### src/rtl/dil_pkg.sv
package dil_pkg;
  localparam int NUM_W = 5;

  typedef struct packed {
    logic             req;
    logic             ack;
    logic [NUM_W-1:0] num;
  } dil_evt_t;

  function automatic logic tc_hit(input logic [63:0] tc, input logic [63:0] trig,
                                  input logic [63:0] mask);
    return ((tc & mask) == (trig & mask));
  endfunction

  function automatic logic num_hit(input logic [NUM_W-1:0] got, input logic [NUM_W-1:0] want,
                                   input logic got_ack, input logic want_ack);
    return (got == want) && (got_ack == want_ack);
  endfunction
endpackage

### src/rtl/dil_trigger.sv
module dil_trigger #(
  parameter int TC_W = 6
) (
  input  logic            armed,
  input  logic            tc_valid,
  input  logic [TC_W-1:0] tc_value,
  input  logic [TC_W-1:0] tc_mask,
  input  logic [TC_W-1:0] tc_trig,
  output logic            fire
);
  import dil_pkg::*;
  always_comb begin
    fire = armed && tc_valid &&
           tc_hit(64'(tc_value), 64'(tc_trig), 64'(tc_mask));
  end
endmodule

### src/rtl/dil_rx_filter.sv
module dil_rx_filter (
  input  logic                      window,
  input  logic                      in_valid,
  input  logic                      in_is_ack,
  input  logic [dil_pkg::NUM_W-1:0] in_num,
  input  logic [dil_pkg::NUM_W-1:0] want_num,
  input  logic                      want_ack,
  output logic                      hit
);
  import dil_pkg::*;
  always_comb begin
    hit = window && in_valid && num_hit(in_num, want_num, in_is_ack, want_ack);
  end
endmodule

### src/rtl/dil_tx_stage.sv
module dil_tx_stage (
  input  logic                      clk,
  input  logic                      rst_n,
  input  logic                      fire,
  input  logic                      reply,
  input  logic                      ack_mode,
  input  logic [dil_pkg::NUM_W-1:0] tx_num,
  input  logic [dil_pkg::NUM_W-1:0] echo_num,
  output dil_pkg::dil_evt_t         evt
);
  import dil_pkg::*;
  dil_evt_t nxt;

  always_comb begin
    nxt = '0;
    if (fire) begin
      nxt.req = 1'b1;
      nxt.num = tx_num;
    end else if (reply) begin
      nxt.req = 1'b1;
      nxt.ack = ack_mode;
      nxt.num = ack_mode ? echo_num : tx_num;
    end
  end

  always_ff @(posedge clk or negedge rst_n) begin
    if (!rst_n) evt <= '0;
    else        evt <= nxt;
  end
endmodule

### src/rtl/dil_stamper.sv
module dil_stamper #(
  parameter int TC_W   = 6,
  parameter int TIME_W = 32
) (
  input  logic              clk,
  input  logic              rst_n,
  input  logic              cfg_lat_en,
  input  logic              cfg_role,
  input  logic              cfg_ack_mode,
  input  logic [4:0]        cfg_tx_num,
  input  logic [4:0]        cfg_rx_num,
  input  logic [TC_W-1:0]   cfg_tc_mask,
  input  logic [TC_W-1:0]   cfg_tc_trig,
  input  logic              cfg_irq_en,
  input  logic              tc_valid,
  input  logic [TC_W-1:0]   tc_value,
  input  logic [TIME_W-1:0] local_time,
  input  logic              in_valid,
  input  logic              in_is_ack,
  input  logic [4:0]        in_num,
  input  logic              sts_clr,
  output logic              out_req,
  output logic              out_is_ack,
  output logic [4:0]        out_num,
  output logic [TIME_W-1:0] ts_tx,
  output logic [TIME_W-1:0] ts_rx,
  output logic              sts_rcv,
  output logic              irq
);
  import dil_pkg::*;

  logic     busy;
  logic     fire;
  logic     rx_ok;
  logic     reply;
  logic     trig_armed;
  logic     rx_window;
  logic     want_ack;
  dil_evt_t evt;

  assign trig_armed = cfg_lat_en && !cfg_role && !busy && !sts_rcv;
  assign rx_window  = cfg_lat_en && !sts_rcv && (cfg_role || busy);
  assign want_ack   = cfg_ack_mode && !cfg_role;
  assign reply      = rx_ok && cfg_role;

  dil_trigger #(.TC_W(TC_W)) u_trig (
    .armed    (trig_armed),
    .tc_valid (tc_valid),
    .tc_value (tc_value),
    .tc_mask  (cfg_tc_mask),
    .tc_trig  (cfg_tc_trig),
    .fire     (fire)
  );

  dil_rx_filter u_rxf (
    .window    (rx_window),
    .in_valid  (in_valid),
    .in_is_ack (in_is_ack),
    .in_num    (in_num),
    .want_num  (cfg_rx_num),
    .want_ack  (want_ack),
    .hit       (rx_ok)
  );

  dil_tx_stage u_txs (
    .clk      (clk),
    .rst_n    (rst_n),
    .fire     (fire),
    .reply    (reply),
    .ack_mode (cfg_ack_mode),
    .tx_num   (cfg_tx_num),
    .echo_num (in_num),
    .evt      (evt)
  );

  assign out_req    = evt.req;
  assign out_is_ack = evt.ack;
  assign out_num    = evt.num;

  always_ff @(posedge clk or negedge rst_n) begin
    if (!rst_n) begin
      busy    <= 1'b0;
      sts_rcv <= 1'b0;
      ts_tx   <= '0;
      ts_rx   <= '0;
    end else begin
      if (!cfg_lat_en || cfg_role) busy <= 1'b0;
      else if (fire)               busy <= 1'b1;
      else if (rx_ok)              busy <= 1'b0;

      if (rx_ok)        sts_rcv <= 1'b1;
      else if (sts_clr) sts_rcv <= 1'b0;

      if (fire || reply) ts_tx <= local_time;
      if (rx_ok)         ts_rx <= local_time;
    end
  end

  assign irq = sts_rcv && cfg_irq_en;
endmodule

### config.mk
export PLATFORM = sky130hd
export DESIGN_NAME = dil_stamper
export DESIGN_NICKNAME = d
export VERILOG_FILES = /design/src/rtl/dil_pkg.sv /design/src/rtl/dil_trigger.sv /design/src/rtl/dil_rx_filter.sv /design/src/rtl/dil_tx_stage.sv /design/src/rtl/dil_stamper.sv
export SDC_FILE = /design/constraint.sdc
export NUM_CORES = 1
export LEC_CHECK = 0
export ABC_CLOCK_PERIOD_IN_PS = 1560
export BUFFER_PORTS_ARGS = -buffer_cell sky130_fd_sc_hd__buf_2
export CORE_ASPECT_RATIO = 2
export CORE_MARGIN = 2
export CORE_UTILIZATION = 40
export CTS_CLUSTER_DIAMETER = 200
export DETAILED_ROUTE_END_ITERATION = 8
export HOLD_SLACK_MARGIN = 0.08
export PLACE_DENSITY = 0.74
export SLEW_MARGIN = 40
export SYNTH_ARGS = -nofsm -noshare
export SYNTH_HDL_FRONTEND = slang
export SYNTH_SLANG_ARGS = --single-unit
### constraint.sdc
create_clock -name clk -period 1.56 [get_ports clk]
set_input_delay 0.156 -clock clk [delete_from_list [all_inputs] [get_ports clk]]
set_output_delay 0.156 -clock clk [all_outputs]
set_load 0.02 [all_outputs]
## After elaboration in Yosys (flattened, before gate mapping)

Index checks and enable logic that the tools add are counted.

- Input bits: 75
- Flip-flop bits (word level): 73
- Output and inout bits: 73
- Logic and storage cells: 44

- Multiplexer cells: 10
- Reductions and logical operators: 22
- Bitwise logic cells: 2
- Equality and inequality tests: 3

Operator list:

| operator | count |
|---|---|
| == test 64 bit | 1 |
| logical AND 1 bit | 13 |
| bitwise AND 6 bit | 2 |
| 2-to-1 mux 5 bit | 2 |
| 2-to-1 mux 1 bit | 7 |
| 2-to-1 mux 7 bit | 1 |
| == test 5 bit | 1 |
| zero test 1 bit | 4 |
| logical OR 1 bit | 3 |
| nonzero test 3 bit | 1 |
| nonzero test 2 bit | 1 |
| == test 1 bit | 1 |

## Depth between registers and ports, before layout

- Depth after elaboration: 8
- Depth in mapped cells: 7
- Mapped depth without buffers: 5

## Cells and area by module

From an unflattened synthesis, not the netlist that was laid out.

- Cell total of the unflattened synthesis: 189
- Area, all modules: 2,952.8 µm²

Modules (own cells, without submodules):

| module | area each (µm²) | instances | cells an instance | seq. area each (µm²) |
|---|---|---|---|---|
| dil_stamper | 2,516.2 | 1 | 150 | 1,651.6 |
| dil_tx_stage | 276.5 | 1 | 19 | 175.2 |
| dil_trigger | 85.1 | 1 | 11 | 0.0 |
| dil_rx_filter | 75.1 | 1 | 9 | 0.0 |

## Worst setup path before layout

Ideal clock, no wire load.

- Path kind: register -> register
- Start point: register sts_rcv
- End point: register ts_tx[10]
- Period minus slack after synthesis: 1,831 ps
- Required time: 1,435 ps
- Slack: -271 ps
- Cell stages (with the launch flop): 7
- Data arrival time: 1,706 ps
- Setup time: 125 ps
- Path buffers: 1
- Cell sequence: dfrtp_1 -> nand3b_4 -> nor4_2 -> nand3_1 -> nand2_4 -> buf_8 -> mux2_2

- Cells in the longest elaborated chain, start to end: 7
- Elaborated cells between the ends (all ways): 10
- Those cells by class: reduce/logical: 10

Ends and longest elaborated chain:

| element | line | source |
|---|---|---|
| start, declared | dil_stamper.sv:27 | `output logic sts_rcv,` |
| start signal, assigned | dil_stamper.sv:83 | `sts_rcv <= 1'b0;` |
| start signal, assigned | dil_stamper.sv:91 | `if (rx_ok) sts_rcv <= 1'b1;` |
| start signal, assigned | dil_stamper.sv:92 | `else if (sts_clr) sts_rcv <= 1'b0;` |
| zero test 1 bit (*) | dil_stamper.sv:41, dil_stamper.sv:42 |  |
| logical AND 1 bit (2 in series) | dil_stamper.sv:42 | `assign rx_window = cfg_lat_en && !sts_rcv && (cfg_role \|\| busy);` |
| logical AND 1 bit (2 in series) | dil_rx_filter.sv:12 | `hit = window && in_valid && num_hit(in_num, want_num, in_is_ack, want_ack);` |
| logical AND 1 bit | dil_stamper.sv:44 | `assign reply = rx_ok && cfg_role;` |
| logical OR 1 bit (*) | dil_stamper.sv:94 | `if (fire \|\| reply) ts_tx <= local_time;` |
| end signal, assigned | dil_stamper.sv:94 |  |
| end, declared | dil_stamper.sv:25 | `output logic [TIME_W-1:0] ts_tx,` |

Every way passes the cells marked *; elsewhere a longest branch is shown, timed or not.
A chain may end at the register's enable or synchronous reset.

## Final worst setup path

- Start point: register sts_rcv
- End point: register ts_rx[25]

- Cells in the longest elaborated chain, start to end: 5

Ends and longest elaborated chain:

| element | line | source |
|---|---|---|
| zero test 1 bit | dil_stamper.sv:42 |  |
| logical AND 1 bit (2 in series) | dil_stamper.sv:42 |  |
| logical AND 1 bit (2 in series) | dil_rx_filter.sv:12 |  |
| end signal, assigned | dil_stamper.sv:95 | `if (rx_ok) ts_rx <= local_time;` |
| end, declared | dil_stamper.sv:26 | `output logic [TIME_W-1:0] ts_rx,` |

No other way between the ends.

==> key figures <==
Status
  – Status: complete, but fails checks
  – Failing checks: setup timing

Power
  – Final Total Pwr: 6.03 mW
  – Internal cell power: between 4 and 5 mW
  – Leakage: 2.58 nW
  – Clk pwr share: 0.294
  – Net Sw Frac: 0.300
  – Pwr Density: about 1200 nW/µm²
  – Max VDD drop: ~0.7 mV
  – Reg power frac: 0.415
  – Psw: 1.81 mW
  – Logic gate share of total power: 0.291

Timing
  – Final cycle utilization of the critical path: 1.11
  – Clock Skews: 5.74 ps
  – Slew Limit Fails: 0
  – Peak Freq: 577 MHz
  – Slew @ Worst Pin: 343 ps
  – RSZ-0062 raised after global routing: yes
  – Crit path time final: roughly 1700 ps
  – Setup TNS: -8640 ps
  – Worst slew margin: 0.772
  – Final setup fails: 64
  – Final WS setup: -172 ps
  – Final hold viol count: 0

Logic synthesis
  – Yosys warning total: 0
  – Cells after Synth: about 190
  – Netlist cell types: 30
  – Largest cells by area after synthesis: dfrtp_1 57%, mux2_4 23%, mux2_2 5.6%
  – Seq/Total Area, Yosys: 0.573
  – Syn avg cell area: 17.0 µm²
  – Yosys reg bits: 73
  – Yosys top cell by area: dfrtp_1
  – Top cell type's share of synthesized area: 0.573
  – Synth Net Count: 263
  – Synth Cell Area: 3190 µm²

Worst setup path
  – CP startpoint: sts_rcv
  – Max Fanout on Critical Path: 6
  – Slowest cell on the critical path: dfrtp_2
  – Slowest stage delay, CP: 420 ps
  – Worst endpoint required time: around 1800 ps
  – Worst Path Arrival: ~1900 ps
  – Kind of critical path: reg -> reg
  – Startpoint types: register
  – Crit. End Element: register
  – Reg2reg start: sts_rcv
  – Cells along the critical path: nand3b_4, nor4_4, and3_4, buf_6, buf_16, mux2_4

Placed design
  – Placer Congestion: around 0.8
  – Post-DP HPWL: roughly 5.5 mm
  – Pre-CTS setup slack: -241 ps
  – Number of buffers added on ports: around 150

GRT
  – Total grt overflow: 0
  – First-pass GRT wire length: between 10 and 15 mm
  – Initial antenna violation count: 0
  – Vias in the first global route: approximately 2.5k
  – Total Routing Usage GR: 0.186
  – Largest net degree at the start of global routing: 35

Final layout
  – Share of layout cells above drive strength 1: 0.627
  – Final #Nets: 469
  – Area Overhead vs Synth: 52.9%
  – Ant. Diodes: 0
  – Final core utilization: 0.623

Die
  – Starting Density: 0.408
  – Die height: 130 µm
  – Rows: 46
  – Die Width: 67.2 µm
  – CORE AREA: about 7800 µm²
  – Die area: 8750 µm²
  – IO Pins: 148

Clock tree
  – Worst-Skew Late Latency: about 320 ps
  – Max clock buf depth: 2
  – Clk sink count: 73
  – Num CTS Buffers: 9
  – H-tree levels: 3
  – CTS tree: done
  – CTS clk-pin slew, worst paths: 50 ps
  – Clk root buf: clkbuf_16

Worst hold path
  – Min-Delay Path Class: in -> reg
  – Worst hold start: local_time[13]

Detailed routing
  – Vias per std cell: 4.81
  – Initial DRT Pass Iterations: 4
  – Initial DRC count: 124
  – Post-DRT Antenna Nets: 0
  – Wirelength per Cell: about 16 µm
  – DRC Markers: 0
  – Post-Route WL: 7.92 mm
  – Via total after detailed routing: 2,380

Job
  – Max_cap viols: 0
## path summary, 6_finish.rpt
kind                       cells past startpoint        end  slack, ps
min in group asynchronous                      2  ts_tx[15]        290
max reg2reg                                    6  ts_rx[25]       -170
min                                            2  ts_rx[13]        100
max in group asynchronous                      3    sts_rcv        720
max                                            6  ts_rx[25]       -170
min reg2reg                                    1   ts_tx[3]        500
## synth_stat cells
master / n
dfrtp_1: 73
mux2_4: 48
mux2_2: 16
xor2_1: 11
a22o_1: 5
buf_12: 5
nand3_1: 3
nor2_1: 3
inv_1: 2
o21ai_0: 2
a211oi_1: 1
a21bo_2: 1
a21oi_1: 1
a222oi_1: 1
a22oi_1: 1
and2_0: 1
and2_1: 1
and3_1: 1
and4_1: 1
buf_6: 1
buf_8: 1
clkbuf_1: 1
nand2_1: 1
nand2_4: 1
nand3b_1: 1
nand3b_4: 1
nand4bb_1: 1
nor2b_1: 1
nor4_2: 1
o32ai_1: 1
## layer usage
metal  track usage  wire length, µm  vias up
li1              -                -     1084
met2         0.312             3830      148
met4        0.0804              138        0
met3        0.0483              634       11
met1         0.222             3320     1137
met5             0                0        -
## cell families after synthesis
group,after synthesis,share of synthesized area
muxes,64,0.282
xor gates and xnor gates,11,0.0302
AOI/OAI and AO/OA,13,0.0322
buffers and inverters,10,0.0431
and+or+nand+nor,17,0.0396
DFF,73,0.573
## state kept, by name (all words and copies together) (netlist names)
register   cells
busy           1
sts_rcv        1
ts_rx         32
ts_tx         32
u_txs.evt      7
## per-stage QoR
stage | hold slack [ps] | instances | instance area (µm²)
after CTS | 80.1 | 494 | 4840
after detailed placement | 86.1 | 435 | 4120
final | 95.8 | 495 | 4880
after global placement | 79.6 | 435 | 4120
after floorplan | -140 | 188 | 3240
after global routing | 88.0 | 495 | 4880
## power by group through the flow
stage / registers, mW / clock network, mW / logic (mW)
2_1_floorplan: 2.95 / 0 / 0.570
3_3_place_gp: 2.50 / 0 / 1.64
3_5_place_dp: 2.51 / 0 / 1.68
4_1_cts: 2.49 / 1.84 / 1.76
5_1_grt: 2.54 / 1.90 / 1.87
6_report: 2.50 / 1.77 / 1.76
## final cells by class
class	count	area, µm²
Multi-Input combinational cell	105	1290
Fill cell	620	2950
Inverter	2	7.51
Sequential cell	73	1830
Clock inverter	3	17.5
Tap cell	96	120
Clock buffer	13	240
Timing Repair Buffer	203	1370
## worst max-delay path, delay by kind of cell, from the launching register on
family	cells	cell delay [ps]
mux	1	290
simple gates	3	660
buf+inv	2	250
flops	1	420
## cells in the final DEF, fill, tap and decap left out
cell,n
a21oi_1,1
and4_1,1
nor2b_1,1
mux2_4,59
buf_16,1
a222oi_1,1
buf_2,146
clkbuf_1,4
and2_1,1
nor2_1,3
buf_12,6
o32ai_2,1
clkinv_2,2
a211oi_2,1
nand4bb_1,1
and3_4,1
mux2_2,5
dlygate4sd3_1,37
nand3_1,3
nand3b_4,1
a22o_1,5
xor2_1,11
clkbuf_16,10
nor4_4,1
and2_0,1
dfrtp_1,72
inv_1,2
dfrtp_2,1
nand2_1,1
nand2_4,1
nand3b_1,1
clkinvlp_4,1
buf_4,10
a22oi_1,1
buf_6,2
a21bo_2,1
o21ai_1,2
## repair_timing
action	4_1_cts	5_1_grt
hold endpoints to repair	113	0
cloned	1	1
gates resized for setup	7	5
hold buffers	37	0
setup buffers	5	0
setup endpoints to repair	63	66
pin swaps	2	0
No activity file was read; power rests on OpenSTA's default activity.
